[src/rtl/crate_host_pkg.sv]
package crate_host_pkg;

    typedef enum logic [1:0] {
        ST_IDLE   = 2'd0,
        ST_LAUNCH = 2'd1,
        ST_RUN    = 2'd2,
        ST_ABORT  = 2'd3
    } ctl_state_t;

    typedef struct packed {
        logic pto;
        logic boo;
        logic cbto;
        logic hbto;
        logic lam;
        logic done;
    } pkg_flags_t;

    localparam int unsigned STAT_W = 8;

endpackage

[src/rtl/chi_fifo.sv]
module chi_fifo #(
    parameter int unsigned W     = 16,
    parameter int unsigned DEPTH = 4
) (
    input  logic         clk,
    input  logic         rst_n,
    input  logic         push,
    input  logic         pop,
    input  logic [W-1:0] din,
    output logic [W-1:0] dout,
    output logic         empty,
    output logic         full,
    output logic         ovf
);
    localparam int unsigned PTR_W = (DEPTH > 1) ? $clog2(DEPTH) : 1;
    localparam int unsigned CNT_W = $clog2(DEPTH + 1);

    logic [W-1:0]     mem [DEPTH];
    logic [PTR_W-1:0] wr_ptr, rd_ptr;
    logic [CNT_W-1:0] count;
    logic             do_push, do_pop;

    assign empty   = (count == '0);
    assign full    = (count == CNT_W'(DEPTH));
    assign do_push = push && !full;
    assign do_pop  = pop && !empty;
    assign dout    = mem[rd_ptr];

    function automatic logic [PTR_W-1:0] next_ptr(input logic [PTR_W-1:0] p);
        if (p == PTR_W'(DEPTH - 1)) return '0;
        return p + PTR_W'(1);
    endfunction

    always_ff @(posedge clk) begin
        if (do_push) mem[wr_ptr] <= din;
    end

    always_ff @(posedge clk) begin
        if (!rst_n) begin
            wr_ptr <= '0;
            rd_ptr <= '0;
            count  <= '0;
            ovf    <= 1'b0;
        end else begin
            if (do_push) wr_ptr <= next_ptr(wr_ptr);
            if (do_pop)  rd_ptr <= next_ptr(rd_ptr);
            unique case ({do_push, do_pop})
                2'b10:   count <= count + CNT_W'(1);
                2'b01:   count <= count - CNT_W'(1);
                default: count <= count;
            endcase
            if (push && full) ovf <= 1'b1;
        end
    end

    AST_FULL_DROPS: assert property (@(posedge clk) disable iff (!rst_n)
        (push && full && !pop) |=> full && ovf) else $error("full fifo accepted a write");
    AST_OVF_STICKY: assert property (@(posedge clk) disable iff (!rst_n)
        ovf |=> ovf) else $error("overflow flag cleared");
    AST_NO_POP_EMPTY: assert property (@(posedge clk) disable iff (!rst_n)
        pop |-> !empty) else $error("pop from empty fifo");

endmodule

[src/rtl/chi_watchdog.sv]
module chi_watchdog #(
    parameter int unsigned TIMEOUT_CYC = 50000
) (
    input  logic clk,
    input  logic rst_n,
    input  logic reload,
    input  logic run,
    output logic expire
);
    localparam int unsigned CW = $clog2(TIMEOUT_CYC + 1);

    logic [CW-1:0] cnt;

    assign expire = run && (cnt == CW'(TIMEOUT_CYC - 1));

    always_ff @(posedge clk) begin
        if (!rst_n)      cnt <= '0;
        else if (reload) cnt <= '0;
        else if (run && !expire) cnt <= cnt + CW'(1);
    end

    AST_WD_BOUND: assert property (@(posedge clk) disable iff (!rst_n)
        run |-> (cnt < CW'(TIMEOUT_CYC))) else $error("watchdog past budget");

endmodule

[src/rtl/chi_flags.sv]
module chi_flags
    import crate_host_pkg::*;
(
    input  logic       clk,
    input  logic       rst_n,
    input  logic       clear,
    input  logic       capture,
    input  logic       set_done,
    input  logic       set_pto,
    input  logic       hbto_in,
    input  logic       cbto_in,
    input  logic       boo_in,
    input  logic       lam_lvl,
    output pkg_flags_t flags
);
    always_ff @(posedge clk) begin
        if (!rst_n || clear) begin
            flags <= '0;
        end else begin
            if (capture) begin
                if (hbto_in) flags.hbto <= 1'b1;
                if (cbto_in) flags.cbto <= 1'b1;
                if (boo_in)  flags.boo  <= 1'b1;
                if (lam_lvl) flags.lam  <= 1'b1;
            end
            if (set_done) flags.done <= 1'b1;
            if (set_pto)  flags.pto  <= 1'b1;
        end
    end

    AST_DONE_PTO_EXCL: assert property (@(posedge clk) disable iff (!rst_n)
        !(flags.done && flags.pto)) else $error("done and timeout both set");

endmodule

[src/rtl/chi_ctrl.sv]
module chi_ctrl
    import crate_host_pkg::*;
(
    input  logic clk,
    input  logic rst_n,
    input  logic fifo_empty,
    input  logic seq_done,
    input  logic expire,
    output logic pop,
    output logic start,
    output logic abort,
    output logic busy,
    output logic reload,
    output logic run,
    output logic set_done,
    output logic set_pto
);
    ctl_state_t state, nxt;

    always_ff @(posedge clk) begin
        if (!rst_n) state <= ST_IDLE;
        else        state <= nxt;
    end

    always_comb begin
        nxt = state;
        unique case (state)
            ST_IDLE:   if (!fifo_empty) nxt = ST_LAUNCH;
            ST_LAUNCH: nxt = ST_RUN;
            ST_RUN: begin
                if (seq_done)    nxt = ST_IDLE;
                else if (expire) nxt = ST_ABORT;
            end
            ST_ABORT:  nxt = ST_IDLE;
            default:   nxt = ST_IDLE;
        endcase
    end

    always_comb begin
        pop      = 1'b0;
        start    = 1'b0;
        abort    = 1'b0;
        busy     = 1'b1;
        reload   = 1'b0;
        run      = 1'b0;
        set_done = 1'b0;
        set_pto  = 1'b0;
        unique case (state)
            ST_IDLE: begin
                busy = 1'b0;
                pop  = !fifo_empty;
            end
            ST_LAUNCH: begin
                start  = 1'b1;
                reload = 1'b1;
            end
            ST_RUN: begin
                run      = 1'b1;
                set_done = seq_done;
            end
            ST_ABORT: begin
                abort   = 1'b1;
                set_pto = 1'b1;
            end
            default: busy = 1'b1;
        endcase
    end

    AST_START_PULSE: assert property (@(posedge clk) disable iff (!rst_n)
        start |=> !start && run) else $error("start not a single pulse");
    AST_ABORT_AFTER_RUN: assert property (@(posedge clk) disable iff (!rst_n)
        abort |-> $past(run) && !$past(seq_done)) else $error("abort without running");
    AST_ABORT_PULSE: assert property (@(posedge clk) disable iff (!rst_n)
        abort |=> !abort && !busy) else $error("abort not a single pulse");
    AST_DONE_WINS: assert property (@(posedge clk) disable iff (!rst_n)
        (run && seq_done) |=> !abort) else $error("abort despite done");

endmodule

[src/rtl/crate_host_if.sv]
module crate_host_if
    import crate_host_pkg::*;
#(
    parameter int unsigned             ADDR_W      = 12,
    parameter int unsigned             SEG_W       = 16,
    parameter int unsigned             QDEPTH      = 4,
    parameter int unsigned             TIMEOUT_CYC = 50000,
    parameter logic [ADDR_W-1:0]       START_PORT  = 'h120,
    parameter logic [ADDR_W-1:0]       STAT_PORT   = 'h122
) (
    input  logic              clk,
    input  logic              rst_n,
    input  logic              host_wr,
    input  logic              host_rd,
    input  logic [ADDR_W-1:0] host_addr,
    input  logic [SEG_W-1:0]  host_wdata,
    output logic [STAT_W-1:0] host_rdata,
    output logic              seq_start,
    output logic [SEG_W-1:0]  seq_seg,
    input  logic              seq_done,
    output logic              seq_abort,
    input  logic              err_hbus_to,
    input  logic              err_crate_to,
    input  logic              err_buf_ovf,
    input  logic              lam_in,
    output logic              fifo_ovf
);
    logic             push, pop, empty, full;
    logic [SEG_W-1:0] head;
    logic             busy, reload, run, set_done, set_pto, expire;
    logic             rd_stat;
    logic             summary;
    logic [STAT_W-1:0] status;
    pkg_flags_t       flags;

    assign push = host_wr && (host_addr == START_PORT);

    chi_fifo #(.W(SEG_W), .DEPTH(QDEPTH)) u_fifo (
        .clk(clk), .rst_n(rst_n), .push(push), .pop(pop), .din(host_wdata),
        .dout(head), .empty(empty), .full(full), .ovf(fifo_ovf)
    );

    chi_ctrl u_ctrl (
        .clk(clk), .rst_n(rst_n), .fifo_empty(empty), .seq_done(seq_done),
        .expire(expire), .pop(pop), .start(seq_start), .abort(seq_abort),
        .busy(busy), .reload(reload), .run(run), .set_done(set_done),
        .set_pto(set_pto)
    );

    chi_watchdog #(.TIMEOUT_CYC(TIMEOUT_CYC)) u_wd (
        .clk(clk), .rst_n(rst_n), .reload(reload), .run(run), .expire(expire)
    );

    chi_flags u_flags (
        .clk(clk), .rst_n(rst_n), .clear(reload), .capture(run),
        .set_done(set_done), .set_pto(set_pto), .hbto_in(err_hbus_to),
        .cbto_in(err_crate_to), .boo_in(err_buf_ovf), .lam_lvl(lam_in),
        .flags(flags)
    );

    always_ff @(posedge clk) begin
        if (!rst_n)   seq_seg <= '0;
        else if (pop) seq_seg <= head;
    end

    assign summary = flags.hbto | flags.boo | flags.pto;
    assign rd_stat = host_rd && (host_addr == STAT_PORT);

    always_comb begin
        if (busy) status = '0;
        else status = {1'b1, flags.pto, flags.boo, flags.cbto, flags.hbto,
                       flags.lam, summary, flags.done};
        host_rdata = rd_stat ? status : '0;
    end

    AST_BUSY_MASK: assert property (@(posedge clk) disable iff (!rst_n)
        (rd_stat && busy) |-> (host_rdata == '0)) else $error("busy read leaked bits");
    AST_CLEAR_ON_START: assert property (@(posedge clk) disable iff (!rst_n)
        seq_start |=> (flags == '0)) else $error("flags not cleared at start");
    AST_START_FROM_QUEUE: assert property (@(posedge clk) disable iff (!rst_n)
        seq_start |-> $past(pop)) else $error("start without queued segment");

endmodule

[config.mk]
export PLATFORM = sky130hd
export DESIGN_NAME = crate_host_if
export DESIGN_NICKNAME = d
export VERILOG_FILES = /design/src/rtl/crate_host_pkg.sv /design/src/rtl/chi_fifo.sv /design/src/rtl/chi_watchdog.sv /design/src/rtl/chi_flags.sv /design/src/rtl/chi_ctrl.sv /design/src/rtl/crate_host_if.sv
export SDC_FILE = /design/constraint.sdc
export NUM_CORES = 1
export LEC_CHECK = 0
export ABC_AREA = 0
export BUFFER_PORTS_ARGS = -buffer_cell sky130_fd_sc_hd__buf_2
export CAP_MARGIN = 20
export CORE_ASPECT_RATIO = 0.75
export CORE_MARGIN = 2
export CORE_UTILIZATION = 36
export DETAILED_ROUTE_END_ITERATION = 16
export GPL_ROUTABILITY_DRIVEN = 0
export PLACE_DENSITY = 0.61
export SETUP_SLACK_MARGIN = 0.5
export SKIP_LAST_GASP = 1
export SLEW_MARGIN = 0
export SYNTH_ARGS = -nofsm -noshare
export SYNTH_HDL_FRONTEND = slang
export SYNTH_SLANG_ARGS = --single-unit
[constraint.sdc]
create_clock -name clk -period 5.15 [get_ports clk]
set_input_delay 1.03 -clock clk [delete_from_list [all_inputs] [get_ports clk]]
set_output_delay 1.03 -clock clk [all_outputs]
set_load 0.01 [all_outputs]
Word-level counts from Yosys, hierarchy flattened. Memory sizes are Yosys's and may differ from the RTL's. A register that Yosys moved wholly into a read port is not among the register bits. Index checks and enable logic that the tools add are counted.

Bitwise logic cells: 3. Equal/unequal tests: 13. $add $sub $neg: 5. Reduce and logical (&&, ||, !) cells: 22. Multiplexer cells: 24.

Operator list (number): 12-bit by 9-bit equality test with 1-bit output (second input constant) (2); 16-bit by 1-bit adder with 16-bit output (second input constant) (1); 16-bit equality test (second input constant) (1); 8-bit 2-to-1 mux (2); 2-bit 2-to-1 mux (7); 1-bit 2-to-1 mux (13); 2-bit equality test (second input constant) (5); 2-bit AND reduction (5); 2-bit case mux with 4 select lines (1); 1-bit logical AND (7); 3-bit case mux with 2 select lines (1); 1-bit zero test (5); 2-bit by 1-bit adder with 2-bit output (second input constant) (2); 2-bit by 1-bit equality test with 1-bit output (second input constant) (2); 3-bit by 1-bit adder with 3-bit output (second input constant) (1); 3-bit equality test (second input constant) (1); 3-bit zero test (1); 3-bit by 2-bit != test with 1-bit output (second input constant) (1); 3-bit by 1-bit subtractor with 3-bit output (second input constant) (1); 2-bit zero test (1); 2-bit != test (second input constant) (1); 1-bit bitwise OR (2); 2-bit nonzero test (1); 2-bit OR reduction (1); other kinds (2) (2).

Flip-flop bits (word level): 32. Word-level logic and storage cells: 80. Memories kept: 1. Bits of input ports: 37. RAM bits: 64.

Memory list: u_fifo.mem (depth 4, bits a word 16, read ports 1, clocked after memory_dff 1, write ports 1, RTL line chi_fifo.sv:18) `logic [W-1:0] mem [DEPTH];`.

Longest topological paths before layout. Gate-level depths: netlist (run 1).

Word-level depth: 7. Depth in mapped cells: 11. Depth with buffers taken out: 10.

Modules after synthesis. From an unflattened synthesis (run 1), not the netlist that was laid out.

Cell total of the unflattened synthesis: 333. Area, all modules: 4693.3 µm².

By module, submodules not included: chi_fifo (times used 1, area an instance 2871.5 µm², cells an instance 143, sequential area each 2122.0 µm²); chi_watchdog (times used 1, area an instance 789.5 µm², cells an instance 89, sequential area each 320.3 µm²); crate_host_if (times used 1, area an instance 718.2 µm², cells an instance 66, sequential area each 320.3 µm²); chi_flags (times used 1, area an instance 183.9 µm², cells an instance 19, sequential area each 120.1 µm²); chi_ctrl (times used 1, area an instance 130.1 µm², cells an instance 16, sequential area each 40.0 µm²).

Worst setup path after synthesis (run 1). OpenSTA, ideal clock, no wires.

Path type: input port to output port. Start: input host_addr[9]. End: output host_rdata[1]. Cell stages on the path: 4. Setup slack: 2115 ps. Data arrival time: 2005 ps. Required time: 4120 ps. Cell sequence: nor4b_1 -> nand2_1 -> nor2_1 -> o31a_1.

Word-level cells in the longest chain between the ends: 3.

Ends and longest elaborated chain: start: declaration (RTL line crate_host_if.sv:15) `input logic [ADDR_W-1:0] host_addr,`; 12-bit by 9-bit equality test with 1-bit output (RTL line crate_host_if.sv:67) `assign rd_stat = host_rd && (host_addr == STAT_PORT);`; 1-bit logical AND (RTL line crate_host_if.sv:67); 8-bit 2-to-1 mux (RTL line crate_host_if.sv:73) `host_rdata = rd_stat ? status : '0;`; end: declaration (RTL line crate_host_if.sv:17) `output logic [STAT_W-1:0] host_rdata,`.

No other way between the ends.

Final worst setup path (run 1).
Start: input host_addr[0]. End: output host_rdata[1].

The elaborated chain is that of the path after synthesis.

==> impl_results.html, run 1 <==
<table>
<tr><th>Metric</th><th>Value</th></tr>
<tr><th colspan="2">Run status</th></tr>
<tr><td>Status</td><td>complete, no violations</td></tr>
<tr><th colspan="2">Power and ir drop</th></tr>
<tr><td>Leak pwr</td><td>roughly 1.8 nW</td></tr>
<tr><td>Comb pwr share</td><td>between 2 and 3%</td></tr>
<tr><td>Power density over the cells</td><td>around 300 nW/um2</td></tr>
<tr><td>Power after layout</td><td>1.65 mW</td></tr>
<tr><td>Register share of total power</td><td>57.2%</td></tr>
<tr><td>Internal power</td><td>between 1 and 1.5 mW</td></tr>
<tr><td>Share of total power consumed by net switching</td><td>~22%</td></tr>
<tr><td>Largest vdd supply drop</td><td>about 170 uV</td></tr>
<tr><td>P_sw</td><td>357 uW</td></tr>
<tr><td>Clock share of power</td><td>approximately 40%</td></tr>
<tr><th colspan="2">Timing</th></tr>
<tr><td>Worst hold slack</td><td>between 0.4 and 0.5 ns</td></tr>
<tr><td>Final Max Slew Viols</td><td>0</td></tr>
<tr><td>Final critical delay including setup and external delays</td><td>between 3 and 4 ns</td></tr>
<tr><td>Least-Margin Pin Slew</td><td>roughly 0.94 ns</td></tr>
<tr><td>Final-report hold violation count</td><td>0</td></tr>
<tr><td>Fin Clk Skew</td><td>approximately 0.0075 ns</td></tr>
<tr><td>Final setup violating endpoints</td><td>0</td></tr>
<tr><td>Period Utilization, post-route</td><td>63.4%</td></tr>
<tr><td>Final setup margin</td><td>1.89 ns</td></tr>
<tr><td>Max_slew headroom</td><td>a little under two fifths</td></tr>
<tr><td>RSZ-0062 raised after global routing</td><td>no</td></tr>
<tr><td>Fmax</td><td>between 0.3 and 0.4 GHz</td></tr>
<tr><td>Setup_tns</td><td>0 ns</td></tr>
<tr><th colspan="2">Setup path</th></tr>
<tr><td>Library cell appearing most often on the critical path</td><td>buf_2</td></tr>
<tr><td>Max stage delay cell, worst path</td><td>nor4_1</td></tr>
<tr><td>Maximum fanout encountered on the critical timing path</td><td>8</td></tr>
<tr><td>Crit path largest cell delay</td><td>~0.38 ns</td></tr>
<tr><td>Data arrival time of the critical path</td><td>~2.2 ns</td></tr>
<tr><td>CP Data Required Time</td><td>around 4.1 ns</td></tr>
<tr><td>Cells traversed along the worst timing path</td><td>buf_2 &gt; nor4_1 &gt; nand2_1 &gt; nor2_1 &gt; o31a_1 &gt; buf_2</td></tr>
<tr><td>Number of buffers and inverters on the critical path</td><td>2</td></tr>
<tr><td>Startpoint Class</td><td>input port</td></tr>
<tr><td>Critical path class</td><td>in2out</td></tr>
<tr><td>Kind of end point of the critical path</td><td>primary output</td></tr>
<tr><td>Crit-path leading delay family</td><td>simple AND/OR/NAND/NOR gates</td></tr>
<tr><th colspan="2">Clock tree</th></tr>
<tr><td>Post-CTS setup-driven buffer insertion count</td><td>0</td></tr>
<tr><td>Sink Count</td><td>about 110</td></tr>
<tr><td>CTS tree</td><td>built</td></tr>
<tr><td>Cts repair resizes</td><td>0</td></tr>
<tr><td>Reg clk slew, reported paths</td><td>around 0.080 ns</td></tr>
<tr><td>CTS Buffer Depth</td><td>2</td></tr>
<tr><td>Number of hold-repair buffers added at the cts stage</td><td>0</td></tr>
<tr><td>Latest clock arrival within the worst-skew pair</td><td>~0.35 ns</td></tr>
<tr><td>Total number of H-tree levels</td><td>3</td></tr>
<tr><td>Number of CTS-inserted buffers</td><td>9</td></tr>
<tr><td>Cell chosen for the clock root</td><td>clkbuf_16</td></tr>
<tr><th colspan="2">Yosys</th></tr>
<tr><td>Share of synthesized flip-flops with an asynchronous set or reset</td><td>0%</td></tr>
<tr><td>Yosys cell types</td><td>between 40 and 50</td></tr>
<tr><td>Largest cells by area after synthesis</td><td>edfxtp_1 (41%), dfxtp_1 (21%), mux4_2 (7.7%)</td></tr>
<tr><td>Number of enable flip-flop cells after synthesis</td><td>between 60 and 70</td></tr>
<tr><td>Share of the synthesized area in the top cell type</td><td>41.3%</td></tr>
<tr><td>Mean post-synth cell area</td><td>approximately 13 um2</td></tr>
<tr><td>Most common flop cell mapped by yosys</td><td>edfxtp_1</td></tr>
<tr><td>Total of flip-flops plus latches after synthesis</td><td>112</td></tr>
<tr><td>Number of warnings reported in the yosys synthesis log</td><td>0</td></tr>
<tr><td>Post-synthesis instance area</td><td>4650 um2</td></tr>
<tr><td>Top cell type by total area after synthesis</td><td>edfxtp_1</td></tr>
<tr><td>Syn nets</td><td>409</td></tr>
<tr><td>Sequential fraction of the synthesis area</td><td>between 60% and 70%</td></tr>
<tr><td>Synthesized instance count</td><td>364</td></tr>
<tr><th colspan="2">Floorplanning</th></tr>
<tr><td>Total Die Area</td><td>13,900 um2</td></tr>
<tr><td>Chip width</td><td>roughly 140 um</td></tr>
<tr><td>Number of ports placed on the die boundary</td><td>64</td></tr>
<tr><td>Starting utilization of the core area</td><td>about 37%</td></tr>
<tr><td>Die span in y</td><td>between 100 and 150 um</td></tr>
<tr><td>Area of the core</td><td>between 10,000 and 15,000 um2</td></tr>
<tr><td># rows</td><td>35</td></tr>
<tr><th colspan="2">Global routing</th></tr>
<tr><td>Global route overflow</td><td>0</td></tr>
<tr><td>Vias in the first global route</td><td>between 2,000 and 3,000</td></tr>
<tr><td>Global-route usage over all layers</td><td>13.8%</td></tr>
<tr><td>Number of antenna violations at the first check in global routing</td><td>0</td></tr>
<tr><td>First-pass GRT wire length</td><td>14,400 um</td></tr>
<tr><td>Maximum number of pins on one net before global-route repair</td><td>37</td></tr>
<tr><th colspan="2">Place</th></tr>
<tr><td>Total half-perimeter wirelength after legalization and detailed placement</td><td>between 5000 and 6000 um</td></tr>
<tr><td>Number of buffers inserted by port buffering</td><td>63</td></tr>
<tr><td>Pre-CTS setup slack</td><td>approximately 1.8 ns</td></tr>
<tr><th colspan="2">Route</th></tr>
<tr><td>Aggregate routed wire length</td><td>9070 um</td></tr>
<tr><td>Count of routing violations after the opening detailed-route iteration</td><td>215</td></tr>
<tr><td>Post-detailed-route via-to-cell ratio</td><td>around 5.0</td></tr>
<tr><td>Number of design rule violations left after detail routing</td><td>0</td></tr>
<tr><td>Detailed Routing Iterations Pass 1</td><td>4</td></tr>
<tr><td>Detail Route Antenna Nets</td><td>0</td></tr>
<tr><td>Routed length per instance</td><td>between 15 and 20 um</td></tr>
<tr><td>Total via count after detailed routing</td><td>2,971</td></tr>
<tr><th colspan="2">Layout</th></tr>
<tr><td>ANT cells</td><td>0</td></tr>
<tr><td>Ratio of cells with drive above 1 in the final layout</td><td>between 20% and 30%</td></tr>
<tr><td>Area Overhead vs Synth</td><td>16.2%</td></tr>
<tr><td>Nets</td><td>470</td></tr>
<tr><td>Area used by sequential logic in the layout</td><td>a little under 3000 um2</td></tr>
<tr><td>Filler Cell Count</td><td>approximately 1,200</td></tr>
<tr><td>Area used by multi-input combinational logic</td><td>approximately 1600 um2</td></tr>
<tr><td>Core occupancy in the finished layout</td><td>43.5%</td></tr>
<tr><th colspan="2">Flow run</th></tr>
<tr><td>Max Cap Viol</td><td>0</td></tr>
<tr><th colspan="2">Worst hold path</th></tr>
<tr><td>Kind of path behind the tightest hold check</td><td>reg2reg</td></tr>
</table>
-- cells by family (layout without fill, tap and decap cells) --
logic type	Yosys count	after routing	synth area share, %
AOI/OAI and AO/OA	50	50	7.37
xor gates and xnor gates	8	8	1.51
adders and majority gates	8	8	2.31
buffers and inverters	29	95	2.56
DFF	112	112	62.0
muxes	19	19	8.39
and+or+nand+nor	138	138	15.9
-- worst paths after layout --
path / startpoint / endpoint / slack, ns / depth (start not counted)
setup / recovery: host_addr[0] / host_rdata[1] / 1.89 / 6
hold / removal: seq_seg[8] / seq_seg[8] / 0.46 / 2
setup reg to reg: u_ctrl.state[1] / u_fifo.count[2] / 2.74 / 10
hold reg to reg: seq_seg[8] / seq_seg[8] / 0.46 / 2
-- layout by cell type, fill, tap and decap left out, types with 2 or more instances in the layout --
| cell | netlist | layout |
|---|---|---|
| edfxtp_1 | 64 | 64 |
| buf_2 | 5 | 63 |
| nand2_1 | 49 | 49 |
| dfxtp_1 | 48 | 48 |
| a21boi_0 | 24 | 24 |
| mux4_2 | 16 | 16 |
| nor2_1 | 13 | 13 |
| and2_1 | 13 | 13 |
| inv_1 | 12 | 12 |
| o21ai_0 | 11 | 11 |
| nand2b_1 | 9 | 9 |
| nand4_1 | 9 | 9 |
| clkbuf_16 | 0 | 9 |
| nor2b_1 | 7 | 7 |
| xnor2_1 | 7 | 7 |
| ha_1 | 7 | 7 |
| nand3_1 | 6 | 6 |
| or3_1 | 6 | 6 |
| nor4_1 | 5 | 5 |
| a21oi_1 | 5 | 5 |
| nor3_1 | 4 | 4 |
| a211o_1 | 4 | 4 |
| and3_1 | 3 | 3 |
| mux2i_1 | 3 | 3 |
| and2b_1 | 3 | 3 |
| clkinvlp_4 | 0 | 3 |
| inv_6 | 0 | 3 |
| buf_4 | 1 | 3 |
| nor4b_1 | 2 | 2 |
| and4_1 | 2 | 2 |
| and4bb_2 | 2 | 2 |
-- power by group through the flow --
stage / registers [mW] / clock network [mW] / logic (mW)
floorplan: 0.966 / 0 / 0.0173
global placement: 0.966 / 0 / 0.0402
detailed placement: 0.966 / 0 / 0.0412
CTS: 0.946 / 0.677 / 0.0414
global route: 0.946 / 0.715 / 0.0459
finish: 0.946 / 0.666 / 0.0410
-- registers in the layout, indices dropped and copies added (netlist names) --
register,count
u_wd.cnt,16
u_fifo.wr_ptr,2
u_fifo.mem,64
u_fifo.rd_ptr,2
u_flags.flags,6
seq_seg,16
u_fifo.ovf,1
u_ctrl.state,2
u_fifo.count,3
-- area by class of cell --
| type | count | area share (%) |
|---|---|---|
| clock buffers | 9 | 4.17 |
| clock inverters | 7 | 0.995 |
| inverters | 13 | 0.903 |
| multi-input cells | 223 | 30.5 |
| flip-flops and latches | 112 | 53.3 |
| well taps | 166 | 3.84 |
| repair buffers | 66 | 6.25 |
-- worst register-to-register path: cells and delay by family, from the launching register on --
kind                       cells  cell delay [ns]
DFF                            1             0.66
and+or+nand+nor                3             0.54
buffers and inverters          3             0.49
adders and majority gates      2             0.42
AOI/OAI and AO/OA              1             0.16
xor gates and xnor gates       1             0.08
-- metrics by stage --
| stage | instances | cell area [um2] |
|---|---|---|
| after global routing | 596 | 5410 |
| after floorplan | 364 | 4650 |
| after CTS | 596 | 5410 |
| final | 596 | 5410 |
| after global placement | 580 | 5130 |
| after detailed placement | 580 | 5130 |
-- routing by layer --
metal / track usage, % / share of wire, % / up-vias
met5: 0 / 0 / -
li1: - / - / 1444
met4: 4.81 / 1.2 / 0
met3: 4.02 / 6.3 / 8
met2: 20.9 / 41 / 90
met1: 19.1 / 51 / 1429
-- cell usage after synthesis (2+ instances only) --
| library cell | instances |
|---|---|
| nor2b_1 | 7 |
| inv_1 | 12 |
| ha_1 | 7 |
| dfxtp_1 | 48 |
| xnor2_1 | 7 |
| nor3_1 | 4 |
| nor4_1 | 5 |
| nand2_1 | 49 |
| edfxtp_1 | 64 |
| buf_2 | 5 |
| and3_1 | 3 |
| and2b_1 | 3 |
| mux2i_1 | 3 |
| nor2_1 | 13 |
| and4_1 | 2 |
| clkbuf_1 | 10 |
| nor4b_1 | 2 |
| mux4_2 | 16 |
| nand2b_1 | 9 |
| a21boi_0 | 24 |
| or3_1 | 6 |
| nand4_1 | 9 |
| and2_1 | 13 |
| a211o_1 | 4 |
| o21ai_0 | 11 |
| a21oi_1 | 5 |
| and4bb_2 | 2 |
| nand3_1 | 6 |
No activity file was read; power rests on OpenSTA's default activity.
==> run 2: changes to the inputs <==
- clock period: 5.15 -> 3.1 ns (I/O delays scaled with it)
==> run 2 against run 1 <==
Compared with the run above: routed wire length shrank 2.4%; setup slack lost 1.1 ns; core utilization grew 0.86 points; cell area grew 2.0%; critical path depth shrank 1; non-clock buffer count grew 7; combinational power grew 69%; hold slack lost 0.00051 ns; count of clock-buffer cells in the layout is the same; flip-flop and latch count is the same; total power grew 74%; cell count grew 1.2%; critical path type is now reg2out; critical endpoint unchanged.
==> impl_results.html, run 2 (synthesis results as in run 1) <==
<table>
<tr><th>Metric</th><th>Value</th></tr>
<tr><th colspan="2">Setup path</th></tr>
<tr><td>Launch instance of the worst register-to-register path</td><td>u_ctrl.state[0]</td></tr>
<tr><td>End of the worst register-to-register path</td><td>u_fifo.count[2]</td></tr>
<tr><td>Crit path largest cell delay</td><td>0.47 ns (+0.09 ns)</td></tr>
<tr><td>Cells traversed along the worst timing path</td><td>nor2_1 &gt; nand4_1 &gt; nor2_2 &gt; o31a_1 &gt; buf_2</td></tr>
<tr><td>CP Data Required Time</td><td>2.48 ns (-1.64 ns)</td></tr>
<tr><td>Number of buffers and inverters on the critical path</td><td>1 (-1)</td></tr>
<tr><td>Data arrival time of the critical path</td><td>1.72 ns (-0.51 ns)</td></tr>
<tr><td>Crit-path leading delay family</td><td>simple AND/OR/NAND/NOR gates</td></tr>
<tr><td>Maximum fanout encountered on the critical timing path</td><td>18 (+10)</td></tr>
<tr><td>Worst Reg2Reg Path Length in Cells</td><td>9 (-1)</td></tr>
<tr><td>Startpoint Class</td><td>flip-flop</td></tr>
<tr><td>Critical path class</td><td>reg2out</td></tr>
<tr><td>Max stage delay cell, worst path</td><td>dfxtp_1</td></tr>
<tr><td>Reg2Reg Setup Slack</td><td>0.88 ns (-1.86 ns)</td></tr>
<tr><td>Kind of end point of the critical path</td><td>primary output</td></tr>
<tr><th colspan="2">Floorplanning</th></tr>
<tr><td># rows</td><td>35 (unchanged)</td></tr>
<tr><td>Number of ports placed on the die boundary</td><td>64 (unchanged)</td></tr>
<tr><td>Chip width</td><td>135 um (unchanged)</td></tr>
<tr><td>Die span in y</td><td>102 um (unchanged)</td></tr>
<tr><td>Area of the core</td><td>12,400 um2 (unchanged)</td></tr>
<tr><td>Starting utilization of the core area</td><td>37.4% (unchanged)</td></tr>
<tr><td>Total Die Area</td><td>13,900 um2 (unchanged)</td></tr>
<tr><th colspan="2">Clock tree</th></tr>
<tr><td>Latest clock arrival within the worst-skew pair</td><td>0.35 ns (about the same)</td></tr>
<tr><td>Total number of H-tree levels</td><td>3 (unchanged)</td></tr>
<tr><td>Number of hold-repair buffers added at the cts stage</td><td>0 (unchanged)</td></tr>
<tr><td>CTS Buffer Depth</td><td>2 (unchanged)</td></tr>
<tr><td>CTS tree</td><td>built</td></tr>
<tr><td>Reg clk slew, reported paths</td><td>0.08 ns (about the same)</td></tr>
<tr><td>Cell chosen for the clock root</td><td>clkbuf_16</td></tr>
<tr><td>Sink Count</td><td>112 (unchanged)</td></tr>
<tr><td>Number of CTS-inserted buffers</td><td>9 (unchanged)</td></tr>
<tr><th colspan="2">Power and ir drop</th></tr>
<tr><td>Largest vdd supply drop</td><td>280 uV (+64%)</td></tr>
<tr><td>Power after layout</td><td>2.87 mW (+74%)</td></tr>
<tr><td>Leak pwr</td><td>1.91 nW (+3.8%)</td></tr>
<tr><td>Power density over the cells</td><td>520 nW/um2 (+70%)</td></tr>
<tr><th colspan="2">Layout</th></tr>
<tr><td>Ratio of cells with drive above 1 in the final layout</td><td>25.2% (+1.5 points)</td></tr>
<tr><td>Most common cell after layout, fill and taps aside</td><td>edfxtp_1</td></tr>
<tr><td>ANT cells</td><td>0 (unchanged)</td></tr>
<tr><td>Core occupancy in the finished layout</td><td>44.3% (+0.86 points)</td></tr>
<tr><td>Largest register by flop count</td><td>u_fifo.mem</td></tr>
<tr><td>Leading cell types in the layout, fill and taps excluded</td><td>edfxtp_1 (64), buf_2 (63), nand2_1 (49), dfxtp_1 (48), a21boi_0 (24)</td></tr>
<tr><td>Nets</td><td>477 (+1.5%)</td></tr>
<tr><td>Flip-flop count of the largest register after layout</td><td>64 (unchanged)</td></tr>
<tr><td>Area Overhead vs Synth</td><td>18.5%</td></tr>
<tr><td>Top Registers</td><td>u_fifo.mem x64, seq_seg x16, u_wd.cnt x16</td></tr>
<tr><th colspan="2">Timing</th></tr>
<tr><td>Fin Clk Skew</td><td>0.0105 ns (+0.00300 ns)</td></tr>
<tr><td>Final-report hold violation count</td><td>0 (unchanged)</td></tr>
<tr><td>Max_slew headroom</td><td>39.7% (+3.0 points)</td></tr>
<tr><td>RSZ-0062 raised after global routing</td><td>no</td></tr>
<tr><td>Setup_tns</td><td>0 ns (unchanged)</td></tr>
<tr><td>Final setup violating endpoints</td><td>0 (unchanged)</td></tr>
<tr><td>Worst hold slack</td><td>0.461 ns (-0.000515 ns)</td></tr>
<tr><td>Final critical delay including setup and external delays</td><td>around 2.3 ns</td></tr>
<tr><td>Fmax</td><td>~0.43 GHz</td></tr>
<tr><td>Least-Margin Pin Slew</td><td>0.903 ns (-0.0344 ns)</td></tr>
<tr><td>Period Utilization, post-route</td><td>~75%</td></tr>
<tr><td>Final Max Slew Viols</td><td>0 (unchanged)</td></tr>
<tr><th colspan="2">Worst hold path</th></tr>
<tr><td>Hold endpoint</td><td>seq_seg[5]</td></tr>
<tr><td>Hold Path Cell Cnt</td><td>2 (unchanged)</td></tr>
<tr><td>Kind of path behind the tightest hold check</td><td>reg2reg</td></tr>
<tr><td>Start point of the worst hold path</td><td>seq_seg[5]</td></tr>
<tr><th colspan="2">Global routing</th></tr>
<tr><td>Number of antenna violations at the first check in global routing</td><td>0 (unchanged)</td></tr>
<tr><td>Maximum number of pins on one net before global-route repair</td><td>35 (-5.4%)</td></tr>
<tr><td>Vias in the first global route</td><td>2,747 (-3.4%)</td></tr>
<tr><td>Global-route usage over all layers</td><td>13.3% (-0.47 points)</td></tr>
<tr><td>First-pass GRT wire length</td><td>13,900 um (-3.1%)</td></tr>
<tr><td>Global route overflow</td><td>0 (unchanged)</td></tr>
<tr><th colspan="2">Route</th></tr>
<tr><td>Detailed Routing Iterations Pass 1</td><td>4 (unchanged)</td></tr>
<tr><td>Routed length per instance</td><td>14.7 um (-3.5%)</td></tr>
<tr><td>Count of routing violations after the opening detailed-route iteration</td><td>156 (-27%)</td></tr>
<tr><td>Aggregate routed wire length</td><td>8860 um (-2.4%)</td></tr>
<tr><td>Total via count after detailed routing</td><td>2,949 (-0.74%)</td></tr>
<tr><td>Detail Route Antenna Nets</td><td>0 (unchanged)</td></tr>
<tr><td>Post-detailed-route via-to-cell ratio</td><td>4.89 (-1.9%)</td></tr>
<tr><td>Number of design rule violations left after detail routing</td><td>0 (unchanged)</td></tr>
<tr><th colspan="2">Place</th></tr>
<tr><td>Total half-perimeter wirelength after legalization and detailed placement</td><td>5930 um (+1.7%)</td></tr>
<tr><td>Number of buffers inserted by port buffering</td><td>63 (unchanged)</td></tr>
<tr><th colspan="2">Flow run</th></tr>
<tr><td>Max Cap Viol</td><td>0 (unchanged)</td></tr>
<tr><th colspan="2">Run status</th></tr>
<tr><td>Status</td><td>complete, no violations</td></tr>
</table>
[run 2: area by class of cell]
class,count,area [um2]
clock buffers,9,225
clock inverters,7,105
fillers,1161,6930
inverters,13,48.8
multi-input cells,223,1650
flip-flops and latches,112,2880
well taps,166,208
repair buffers,73,390
[run 2: worst min-delay path, cell delays in order, from the launching register on]
cell      delay (ns)
dfxtp_1         0.31
nand2_1         0.04
a21boi_0        0.06
[run 2: timing repair]
action / in CTS / in global routing
endpoints found under the setup margin: 0 / 7
buffers inserted: 0 / 0
gates resized for setup: 0 / 1
[run 2: worst max-delay path by stage]
stage                               start         endpoint  slack [ns]  depth (start not counted)
after floorplan              host_addr[9]  u_fifo.count[2]        0.55                         11
after global placement       host_addr[9]  u_fifo.count[2]        0.54                         11
after detailed placement     host_addr[0]  u_fifo.count[2]        0.44                         11
after CTS                 u_ctrl.state[0]    host_rdata[1]        0.62                          5
after global routing      u_ctrl.state[0]    host_rdata[1]        0.53                          5
final                     u_ctrl.state[0]    host_rdata[1]        0.76                          5
[run 2: power breakdown]
part | switching [mW] | internal [mW]
Clock | 0.569 | 0.661
Sequential | 0.00201 | 1.57
Combinational | 0.0370 | 0.0321
Total | 0.608 | 2.26
[run 2: metrics by stage]
stage | instances | setup slack [ns] | area, um2
final | 603 | 0.762 | 5510
after global routing | 603 | 0.533 | 5510
after floorplan | 364 | 0.547 | 4650
after global placement | 587 | 0.539 | 5180
after CTS | 603 | 0.623 | 5510
after detailed placement | 587 | 0.438 | 5180
[run 2: routing by layer]
layer / vias up / global-route usage, % / wire length, um
met3: 8 / 3.67 / 486
met2: 70 / 20.5 / 3810
met4: 0 / 3.85 / 87
met1: 1413 / 18.7 / 4470
met5: - / 0 / 0
li1: 1458 / - / -
==> run 3: changes to the inputs <==
- PLACE_DENSITY: 0.61 -> 0.63
- clock period: 3.1 -> 1.9 ns (I/O delays scaled with it)
==> run 3 against run 2 <==
Compared with the run above: flip-flop and latch count unchanged; critical path depth increased by 5; first-iteration DRC count is 3.2% lower; clock skew down 0.0047 ns; count of clock-buffer cells in the layout is 1 higher; cell area increased by 10%; combinational power rose by 100%; core utilization rose by 4.5 points; die area is the same; cell count increased by 4.0%; sequential share of layout area down 4.4 points; total power is 55% higher; largest cell class unchanged.
==> impl_results.html, run 3 (synthesis results as in run 1) <==
<table>
<tr><th>Metric</th><th>Value</th></tr>
<tr><th colspan="2">Run status</th></tr>
<tr><td>Status</td><td>complete, no violations</td></tr>
<tr><th colspan="2">Layout</th></tr>
<tr><td>Most common cell after layout, fill and taps aside</td><td>edfxtp_1</td></tr>
<tr><td>Leading cell types in the layout, fill and taps excluded</td><td>edfxtp_1 (64), buf_2 (52), nand2_1 (48), dfxtp_1 (36), a21boi_0 (22)</td></tr>
<tr><td>Ratio of cells with drive above 1 in the final layout</td><td>39.5% (+14 points)</td></tr>
<tr><td>Flip-flop count of the largest register after layout</td><td>64 (unchanged)</td></tr>
<tr><td>Final instance area</td><td>6070 um2 (+10%)</td></tr>
<tr><td>Area Overhead vs Synth</td><td>30.5%</td></tr>
<tr><td>Largest register by flop count</td><td>u_fifo.mem</td></tr>
<tr><td>Top Registers</td><td>u_fifo.mem x64, seq_seg x16, u_wd.cnt x16</td></tr>
<tr><td>Nets</td><td>501 (+5.0%)</td></tr>
<tr><td>ANT cells</td><td>0 (unchanged)</td></tr>
<tr><th colspan="2">Setup path</th></tr>
<tr><td>Startpoint Class</td><td>flip-flop</td></tr>
<tr><td>Data arrival time of the critical path</td><td>2.14 ns (+0.42 ns)</td></tr>
<tr><td>Kind of end point of the critical path</td><td>flip-flop</td></tr>
<tr><td>CP Data Required Time</td><td>2.17 ns (-0.31 ns)</td></tr>
<tr><td>Maximum fanout encountered on the critical timing path</td><td>3 (-15)</td></tr>
<tr><td>Critical path class</td><td>reg2reg</td></tr>
<tr><th colspan="2">Timing</th></tr>
<tr><td>Final setup violating endpoints</td><td>0 (unchanged)</td></tr>
<tr><td>Fmax</td><td>about 0.53 GHz</td></tr>
<tr><td>RSZ-0062 raised after global routing</td><td>yes</td></tr>
<tr><td>Final critical delay including setup and external delays</td><td>between 1.5 and 2 ns</td></tr>
<tr><td>Fin Clk Skew</td><td>0.00578 ns (-0.00472 ns)</td></tr>
<tr><td>Final Max Slew Viols</td><td>0 (unchanged)</td></tr>
<tr><td>Worst hold slack</td><td>0.255 ns (-0.206 ns)</td></tr>
<tr><td>Least-Margin Pin Slew</td><td>0.363 ns (-0.540 ns)</td></tr>
<tr><td>Period Utilization, post-route</td><td>98.4%</td></tr>
<tr><td>Final-report hold violation count</td><td>0 (unchanged)</td></tr>
<tr><td>Max_slew headroom</td><td>75.8% (+36 points)</td></tr>
<tr><th colspan="2">Place</th></tr>
<tr><td>Cell area after placement</td><td>5360 um2 (+3.6%)</td></tr>
<tr><td>Number of buffers inserted by port buffering</td><td>63 (unchanged)</td></tr>
<tr><td>Total half-perimeter wirelength after legalization and detailed placement</td><td>6230 um (+5.1%)</td></tr>
<tr><th colspan="2">Floorplanning</th></tr>
<tr><td>Chip width</td><td>135 um (unchanged)</td></tr>
<tr><td>Total Die Area</td><td>13,900 um2 (unchanged)</td></tr>
<tr><td>Number of ports placed on the die boundary</td><td>64 (unchanged)</td></tr>
<tr><td>Area of the core</td><td>12,400 um2 (unchanged)</td></tr>
<tr><td># rows</td><td>35 (unchanged)</td></tr>
<tr><td>Die span in y</td><td>102 um (unchanged)</td></tr>
<tr><td>Starting utilization of the core area</td><td>37.4% (unchanged)</td></tr>
<tr><th colspan="2">Power and ir drop</th></tr>
<tr><td>Leak pwr</td><td>2.14 nW (+12%)</td></tr>
<tr><td>Power after layout</td><td>4.45 mW (+55%)</td></tr>
<tr><td>Power density over the cells</td><td>733 nW/um2 (+41%)</td></tr>
<tr><td>Largest vdd supply drop</td><td>413 uV (+47%)</td></tr>
<tr><th colspan="2">Route</th></tr>
<tr><td>Aggregate routed wire length</td><td>9800 um (+11%)</td></tr>
<tr><td>Detail Route Antenna Nets</td><td>0 (unchanged)</td></tr>
<tr><td>Number of design rule violations left after detail routing</td><td>0 (unchanged)</td></tr>
<tr><td>Detailed Routing Iterations Pass 1</td><td>4 (unchanged)</td></tr>
<tr><td>Count of routing violations after the opening detailed-route iteration</td><td>151 (-3.2%)</td></tr>
<tr><td>Post-detailed-route via-to-cell ratio</td><td>4.91 (+0.35%)</td></tr>
<tr><td>Total via count after detailed routing</td><td>3,077 (+4.3%)</td></tr>
<tr><td>Routed length per instance</td><td>15.6 um (+6.5%)</td></tr>
<tr><th colspan="2">Flow run</th></tr>
<tr><td>Max Cap Viol</td><td>0 (unchanged)</td></tr>
<tr><th colspan="2">Clock tree</th></tr>
<tr><td>Sink Count</td><td>112 (unchanged)</td></tr>
<tr><td>Latest clock arrival within the worst-skew pair</td><td>0.34 ns (about the same)</td></tr>
<tr><td>Number of CTS-inserted buffers</td><td>9 (unchanged)</td></tr>
<tr><td>CTS Buffer Depth</td><td>2 (unchanged)</td></tr>
<tr><td>Number of hold-repair buffers added at the cts stage</td><td>0 (unchanged)</td></tr>
<tr><td>Reg clk slew, reported paths</td><td>0.07 ns (about the same)</td></tr>
<tr><td>Total number of H-tree levels</td><td>3 (unchanged)</td></tr>
<tr><td>Cell chosen for the clock root</td><td>clkbuf_16</td></tr>
<tr><td>CTS tree</td><td>built</td></tr>
<tr><th colspan="2">Global routing</th></tr>
<tr><td>Global-route usage over all layers</td><td>14.7% (+1.4 points)</td></tr>
<tr><td>First-pass GRT wire length</td><td>15,500 um (+12%)</td></tr>
<tr><td>Number of antenna violations at the first check in global routing</td><td>0 (unchanged)</td></tr>
<tr><td>Vias in the first global route</td><td>3,072 (+12%)</td></tr>
<tr><td>Maximum number of pins on one net before global-route repair</td><td>22 (-37%)</td></tr>
<tr><td>Global route overflow</td><td>0 (unchanged)</td></tr>
<tr><th colspan="2">Worst hold path</th></tr>
<tr><td>Kind of path behind the tightest hold check</td><td>in2reg</td></tr>
</table>
-- run 3: cell count changes in the layout (fill, tap and decap cells not counted), moves of 5 or more --
| cell | delta |
|---|---|
| and2_4 | +13 |
| buf_2 | -11 |
| dfxtp_1 | -12 |
| and2_1 | -10 |
| nor4_1 | -5 |
| buf_6 | +20 |
| buf_4 | +9 |
| dfxtp_2 | +8 |
-- run 3: routing by layer --
| metal | up-vias | global-route usage [%] | routed length, um |
|---|---|---|---|
| li1 | 1516 | - | - |
| met1 | 1472 | 20.4 | 4660 |
| met2 | 82 | 23.6 | 4470 |
| met3 | 7 | 3.32 | 591 |
| met4 | 0 | 4.09 | 75 |
| met5 | - | 0 | 0 |
-- run 3: final cells by class --
class	instances	area, um2
Fill cell	1120	6370
Clock inverter	6	42.5
Tap cell	166	208
Sequential cell	112	2910
Inverter	13	48.8
Multi-Input combinational cell	226	1930
Timing Repair Buffer	94	693
Clock buffer	10	239
-- run 3: metrics by stage --
stage | utilization [%] | setup TNS [ns] | std cells | setup slack, ns
floorplan | - | -0.404 | 364 | -0.232
global placement | 43.1 | -10.98 | 594 | -0.316
detailed placement | 43.1 | -11.88 | 594 | -0.386
CTS | 47.7 | -0.00385 | 625 | -0.00385
global route | 48.8 | -0.404 | 627 | -0.0784
finish | 48.8 | 0 | 627 | 0.0297
-- run 3: power breakdown --
part	switching [mW]	internal [mW]	total [mW]
registers	0.00290	2.55	2.56
clock network	0.827	0.928	1.75
logic	0.0692	0.0699	0.139
-- run 3: repair_timing --
action / 4_1_cts / 5_1_grt
pin swaps: 21 / 9
setup endpoints to repair: 98 / 112
setup buffers: 11 / 1
gates resized for setup: 39 / 23
gates cloned: 4 / 1
-- run 3: worst max-delay path, cell delays in order, from the launching register on --
cell and delay, ns:
dfxtp_2 0.34, inv_1 0.07, and3_4 0.20, nor2b_4 0.04, inv_2 0.06, ha_4 0.13, inv_2 0.03, fa_2 0.33
xor2_1 0.16, or3_1 0.30, a21boi_1 0.12
-- run 3: path summary, 6_finish.rpt --
check / cells after the start / start / endpoint / slack [ns]
hold / removal: 1 / host_wdata[11] / u_fifo.mem[0][11] / 0.25
setup reg to reg: 10 / u_fifo.count[1] / u_fifo.count[2] / 0.03
hold reg to reg: 2 / seq_seg[2] / seq_seg[2] / 0.46
setup / recovery: 10 / u_fifo.count[1] / u_fifo.count[2] / 0.03
